File: src/rtl/vec_alloc_pkg.sv
package vec_alloc_pkg;

    localparam int FIELD_W = 5;
    localparam int CODE_W  = 4;

    typedef logic [CODE_W-1:0] code_t;

    typedef enum logic [1:0] {
        ST_IDLE  = 2'd0,
        ST_LIVE  = 2'd1,
        ST_BLANK = 2'd2,
        ST_FAULT = 2'd3
    } alloc_state_e;

    // number of type fields carried by a word of the given width
    function automatic int num_fields(input int base_w);
        if (base_w >= 128) return 9;
        if (base_w >= 64)  return 8;
        return 6;
    endfunction

    // type code owned by field position idx (least significant first)
    function automatic code_t field_type(input int idx);
        case (idx)
            0:       return 4'b1000;
            1:       return 4'b1001;
            2:       return 4'b1010;
            3:       return 4'b0001;
            4:       return 4'b0010;
            5:       return 4'b0011;
            6:       return 4'b1011;
            7:       return 4'b0100;
            8:       return 4'b1100;
            default: return 4'b0000;
        endcase
    endfunction

    // width code implied by a type code
    function automatic code_t width_of(input code_t t);
        if (t == '0) return '0;
        if (t[3])    return t;
        return t + 4'd8;
    endfunction

endpackage

File: src/rtl/vec_alloc_legality.sv
module vec_alloc_legality
    import vec_alloc_pkg::*;
#(
    parameter int BASE_W = 64
) (
    input  logic [BASE_W-1:0] word,
    output logic              illegal,
    output logic              empty
);

    localparam int NF     = num_fields(BASE_W);
    localparam int USED_W = NF * FIELD_W;
    localparam int PAD_W  = BASE_W - USED_W;

    logic [FIELD_W-1:0] fld [NF];
    logic [FIELD_W-1:0] hi_seen;
    logic               any_seen;
    logic               order_bad;
    logic               pad_bad;

    for (genvar g = 0; g < NF; g++) begin : g_fld
        assign fld[g] = word[g*FIELD_W +: FIELD_W];
    end

    // nonzero fields must climb strictly from low to high order
    always_comb begin
        hi_seen   = '0;
        any_seen  = 1'b0;
        order_bad = 1'b0;
        for (int i = 0; i < NF; i++) begin
            if (fld[i] != '0) begin
                if (any_seen && (fld[i] <= hi_seen)) order_bad = 1'b1;
                hi_seen  = fld[i];
                any_seen = 1'b1;
            end
        end
    end

    if (PAD_W > 0) begin : g_pad
        assign pad_bad = |word[BASE_W-1:USED_W];
    end else begin : g_nopad
        assign pad_bad = 1'b0;
    end

    assign illegal = order_bad | pad_bad;
    assign empty   = ~|word;

endmodule

File: src/rtl/vec_alloc_expand.sv
module vec_alloc_expand
    import vec_alloc_pkg::*;
#(
    parameter int BASE_W   = 64,
    parameter int NUM_REGS = 32
) (
    input  logic [num_fields(BASE_W)*FIELD_W-1:0] fields,
    output logic [CODE_W*NUM_REGS-1:0]            width_flat,
    output logic [CODE_W*NUM_REGS-1:0]            type_flat
);

    localparam int NF = num_fields(BASE_W);

    logic [FIELD_W-1:0] fld [NF];

    for (genvar g = 0; g < NF; g++) begin : g_fld
        assign fld[g] = fields[g*FIELD_W +: FIELD_W];
    end

    // per register: lowest-order nonzero field reaching this index wins
    for (genvar r = 0; r < NUM_REGS; r++) begin : g_reg
        code_t sel_t;
        always_comb begin
            sel_t = '0;
            for (int i = NF - 1; i >= 0; i--) begin
                if ((fld[i] != '0) && (fld[i] >= FIELD_W'(r))) sel_t = field_type(i);
            end
        end
        assign type_flat [r*CODE_W +: CODE_W] = sel_t;
        assign width_flat[r*CODE_W +: CODE_W] = width_of(sel_t);
    end

endmodule

File: src/rtl/vec_alloc_decoder.sv
module vec_alloc_decoder
    import vec_alloc_pkg::*;
#(
    parameter int BASE_W   = 64,
    parameter int NUM_REGS = 32
) (
    input  logic                       clk,
    input  logic                       rst_n,
    input  logic                       cfg_valid,
    input  logic [BASE_W-1:0]          cfg_word,
    output logic                       out_valid,
    output logic [CODE_W*NUM_REGS-1:0] reg_width,
    output logic [CODE_W*NUM_REGS-1:0] reg_type,
    output logic                       cfg_err,
    output logic                       unconfigured,
    output logic                       pred_clear
);

    localparam int NF     = num_fields(BASE_W);
    localparam int USED_W = NF * FIELD_W;
    localparam int ARR_W  = CODE_W * NUM_REGS;

    alloc_state_e       state_q, state_d;
    logic               word_bad, word_empty;
    logic [ARR_W-1:0]   exp_width, exp_type;
    logic [ARR_W-1:0]   width_q, type_q;
    logic               valid_q, clear_q;

    vec_alloc_legality #(.BASE_W(BASE_W)) u_legal (
        .word    (cfg_word),
        .illegal (word_bad),
        .empty   (word_empty)
    );

    vec_alloc_expand #(.BASE_W(BASE_W), .NUM_REGS(NUM_REGS)) u_expand (
        .fields     (cfg_word[USED_W-1:0]),
        .width_flat (exp_width),
        .type_flat  (exp_type)
    );

    // next-state selection
    always_comb begin
        state_d = state_q;
        unique case (state_q)
            ST_IDLE, ST_LIVE, ST_BLANK, ST_FAULT: begin
                if (cfg_valid) begin
                    if (word_bad)        state_d = ST_FAULT;
                    else if (word_empty) state_d = ST_BLANK;
                    else                 state_d = ST_LIVE;
                end
            end
            default: state_d = ST_IDLE;
        endcase
    end

    // state register
    always_ff @(posedge clk) begin
        if (!rst_n) state_q <= ST_IDLE;
        else        state_q <= state_d;
    end

    // registered arrays and pulses
    always_ff @(posedge clk) begin
        if (!rst_n) begin
            width_q <= '0;
            type_q  <= '0;
            valid_q <= 1'b0;
            clear_q <= 1'b0;
        end else begin
            valid_q <= cfg_valid;
            clear_q <= cfg_valid & ~word_bad;
            if (cfg_valid) begin
                width_q <= word_bad ? '0 : exp_width;
                type_q  <= word_bad ? '0 : exp_type;
            end
        end
    end

    // flags decoded from state
    always_comb begin
        cfg_err      = 1'b0;
        unconfigured = 1'b0;
        unique case (state_q)
            ST_IDLE:  ;
            ST_LIVE:  ;
            ST_BLANK: unconfigured = 1'b1;
            ST_FAULT: cfg_err      = 1'b1;
            default:  ;
        endcase
    end

    assign out_valid  = valid_q;
    assign pred_clear = clear_q;
    assign reg_width  = width_q;
    assign reg_type   = type_q;

endmodule

File: config.mk
export PLATFORM = sky130hd
export DESIGN_NAME = vec_alloc_decoder
export DESIGN_NICKNAME = d
export VERILOG_FILES = /design/src/rtl/vec_alloc_pkg.sv /design/src/rtl/vec_alloc_legality.sv /design/src/rtl/vec_alloc_expand.sv /design/src/rtl/vec_alloc_decoder.sv
export SDC_FILE = /design/constraint.sdc
export NUM_CORES = 1
export LEC_CHECK = 0
export ABC_CLOCK_PERIOD_IN_PS = 3400
export BUFFER_PORTS_ARGS = -buffer_cell sky130_fd_sc_hd__buf_2
export CELL_PAD_IN_SITES_DETAIL_PLACEMENT = 1
export CELL_PAD_IN_SITES_GLOBAL_PLACEMENT = 1
export CORE_UTILIZATION = 35
export CTS_CLUSTER_SIZE = 28
export DETAILED_ROUTE_END_ITERATION = 12
export PLACE_DENSITY_LB_ADDON = 0.1
export SLEW_MARGIN = 20
export SYNTH_ARGS = -nofsm -noshare
export SYNTH_HDL_FRONTEND = slang
export SYNTH_SLANG_ARGS = --single-unit
File: constraint.sdc
create_clock -name clk -period 3.4 [get_ports clk]
set_clock_uncertainty 0.15 [all_clocks]
set_input_delay 0.17 -clock clk [delete_from_list [all_inputs] [get_ports clk]]
set_output_delay 0.17 -clock clk [all_outputs]
set_load 0.02 [all_outputs]
==> out/results.ini <==
[run_status]
status = finished clean

[worst_setup_path]
crit_top_cell = a21oi_2
path_buf_inv = 4
cp.required_ns = 3.75
crit_path_max_fanout = 13
crit_slowest_cell = or3_1
rr_startpoint = state_q[0]
endpoint = reg_width[68]
r2r_end = state_q[0]
cp_cell_sequence = buf_2 -> or3_1 -> o21bai_2 -> a21oi_2 -> o21bai_2 -> a21oi_2 -> o21ai_2 -> a21oi_1 -> ha_1 -> o21a_1 -> o31ai_2 -> a21oi_2 -> o22ai_2 -> a2111oi_4 -> buf_6 -> bufbuf_16 -> buf_4 -> nand4_1 -> nand2_1
r2r_slack_ns = 2.57
cp.arrival_ns = 3.62
reg2reg_depth = 2
critPathCaptureType = register
path_depth = 19
start_kind = primary input
cp-startpoint = cfg_word[5]
crit_type = in2reg
cp_top_family = compound AO/OA/AOI/OAI gates
worst_path_largest_cell_delay_ns = 0.41

[sta]
fmax_ghz = 0.306
fin_ws_ns = 0.130
min_period_over_period_pct = 96.2
period_needed_ns = 3.27
finalSetupViolCount = 0
worst_slew_margin_rel_pct = 34.4
rsz0062_at_grt = yes
drv_slew = 0
worstMarginPinSlew_ns = 0.975
tns_ns = 0
hold_viol_final = 0

[pwr]
power_per_cell_area_nw_per_um2 = 401
p_total_uw = 7430
clockPowerShare_pct = 41.5
pwr-share-comb_pct = 18.1
p_leak_uw = 0.00916
switchingPower_uw = 2200
switching_share_pct = 29.5
seqPwrFrac_pct = 40.4
vdd_drop_max_uv = 330
internal_power_uw = 5240

[place]
numPlacedInstances = 2862
gp_congestion = 1.02
place_ws_ns = -0.741
dp_hpwl_um = 58000
numPortBuffers = 326

[floorplan]
fp.dieArea_um2 = 40800
start_util_pct = 35.9
die_h_um = 202
rows = 72
io-pin-count = 327
coreArea_um2 = 39000
die_w_um = 202

[layout]
syn_to_final_growth_pct = 32.6
fillCellCount = 5010
finalNonFillerCells = 2920
final_nets = 2482
antenna-diode-count = 0
drive_above_1_share_pct = 26.9

[routing]
wl_per_cell_um = 25.6
drtIter0Drc = 1272
drc = 0
wirelength_um = 74700
vias = 17100
ant_nets = 0
via_per_inst = 5.84
dr.pass1.iters = 5

[synthesis]
async_reset_ff_share_pct = 0
synthFlopType = dfxtp_1
synth_warnings = 0
synthesis.instances = 1966
synth_edf_count = 0
synth_seq_cells = 256
synth_cell_types = 72
synth_nets = 2065
syn-mean-instance-area_um2 = 7.12
syn-cell-area_um2 = 14000
yosysSeqAreaShare_pct = 36.6

[global_route]
grt_pass1_wl_um = 110000
antenna_found_initial = 2
grtUsageMet1_pct = 46.5
met3_usage_pct = 7.06
grtUsageMet2_pct = 57.0
track_usage_pct = 35.8
grt_pass1_vias = 17100
grt-busiest-layer = met2
overflow = 0
grt_max_degree = 53

[cts]
cts_max_level = 1
cts_made_buffers = 27
clock_sinks = 256
cts-root-buf = clkbuf_16
cts_tree = done
clk_pin_slew_ns = 0.06
cts_buffer_depth = 3
clock_latency_ns = 0.55

[min_path]
min_path_type = in2reg
holdPathStages = 6

[job]
drv_cap = 0

-- what timing repair did --
| item | in CTS | in global routing |
|---|---|---|
| setup buffers | 1 | 2 |
| endpoints found under the hold margin | 10 | 0 |
| resized for setup | 5 | 34 |
| gates cloned | 1 | 0 |
| endpoints found under the setup margin | 235 | 253 |
| pin swaps | 6 | 17 |
| hold buffers | 6 | 0 |
-- kinds of logic after synthesis --
logic type	synth area share (%)
AND/OR/NAND/NOR	33.4
AO/OA/AOI/OAI	21.3
flip-flops	36.6
buffers and inverters	5.49
adder cells (fa/ha/maj)	3.00
multiplexers	0.143
-- metal layers --
metal / vias to the layer above / share of wire [%]
met1: 8371 / 42
met3: 181 / 7.9
li1: 7752 / -
met2: 742 / 45
met5: - / 0.036
met4: 4 / 5.0
-- placed cells by master (no fill, tap or decap), types with 10 or more instances in the layout --
cell type	n
a21o_1	17
dfxtp_1	256
inv_1	42
ha_1	32
and2_1	18
nor2_1	108
nor3_1	38
nand4_1	98
buf_4	181
o21a_1	15
nand2_1	546
nand2b_1	21
o22ai_1	10
and3_1	10
a21boi_0	28
buf_12	15
a21oi_1	106
nor4b_1	11
clkbuf_16	27
o21ai_2	11
nand3_1	58
nor2b_1	14
buf_2	326
a31oi_1	25
or2_2	16
nor4_1	31
a211oi_1	11
o21ai_0	139
-- power by group through the flow --
stage / clock network, uW / logic, uW / registers (uW)
2_1_floorplan: 0 / 665 / 3070
3_3_place_gp: 0 / 1250 / 3070
3_5_place_dp: 0 / 1270 / 3070
4_1_cts: 3130 / 1280 / 3000
5_1_grt: 3240 / 1410 / 3000
6_report: 3080 / 1350 / 3000
-- area by class of cell --
type | count | area, um2 | area share (%)
clock buffer | 37 | 763 | 4.11
clock inverter | 11 | 154 | 0.830
inverter | 42 | 158 | 0.850
multi-input combinational | 1523 | 8280 | 44.6
sequential | 256 | 5120 | 27.6
tap | 518 | 648 | 3.49
timing repair buffer | 533 | 3430 | 18.5
-- worst min-delay path, stage by stage --
cell and delay, ns:
buf_2 0.08, nor4_1 0.04, nand4_1 0.11, nor2_2 0.07, and2_1 0.15, a31oi_1 0.17
-- per-stage QoR --
step           cell area [um2]  hold slack (ns)  util (%)
2_1_floorplan            14100            0.142         -
3_3_place_gp             17400            0.268      44.6
3_5_place_dp             17400            0.275      44.6
4_1_cts                  18400           0.0148      47.2
5_1_grt                  18600           0.0926      47.6
6_report                 18600           0.0776      47.6
-- worst min path at each step --
stage | endpoint | start
floorplan | out_valid | cfg_valid
global placement | reg_width[80] | reg_width[80]
detailed placement | reg_type[10] | reg_type[10]
CTS | state_q[0] | cfg_word[56]
global route | reg_type[19] | cfg_word[14]
finish | state_q[0] | cfg_word[56]
-- flip-flops by register name (all words and copies together), names as in the netlist --
| register | flops |
|---|---|
| state_q | 2 |
| reg_type | 127 |
| reg_width | 125 |
| pred_clear | 1 |
| out_valid | 1 |
-- Yosys cell counts (12+ instances only) --
| cell type | count | share of area (%) |
|---|---|---|
| buf_1 | 14 | 0.38 |
| o21bai_1 | 14 | 0.75 |
| and2_1 | 18 | 0.80 |
| inv_1 | 42 | 1.1 |
| nand2b_1 | 21 | 0.94 |
| or2_2 | 17 | 0.76 |
| a211oi_1 | 12 | 0.64 |
| buf_2 | 14 | 0.50 |
| a21boi_0 | 28 | 1.5 |
| nor2b_1 | 16 | 0.72 |
| a31oi_1 | 28 | 1.3 |
| ha_1 | 32 | 2.9 |
| nand4_1 | 98 | 4.4 |
| nor3_1 | 38 | 1.4 |
| nand2_1 | 546 | 15 |
| nand3_1 | 58 | 2.1 |
| nor2_1 | 114 | 3.1 |
| nor4_1 | 32 | 1.4 |
| o21a_1 | 15 | 0.80 |
| clkbuf_1 | 105 | 2.8 |
| dfxtp_1 | 256 | 37 |
| o21ai_0 | 146 | 5.2 |
| a21oi_1 | 113 | 4.0 |
| a21o_1 | 17 | 0.91 |
(Power assumes the default switching activity.)
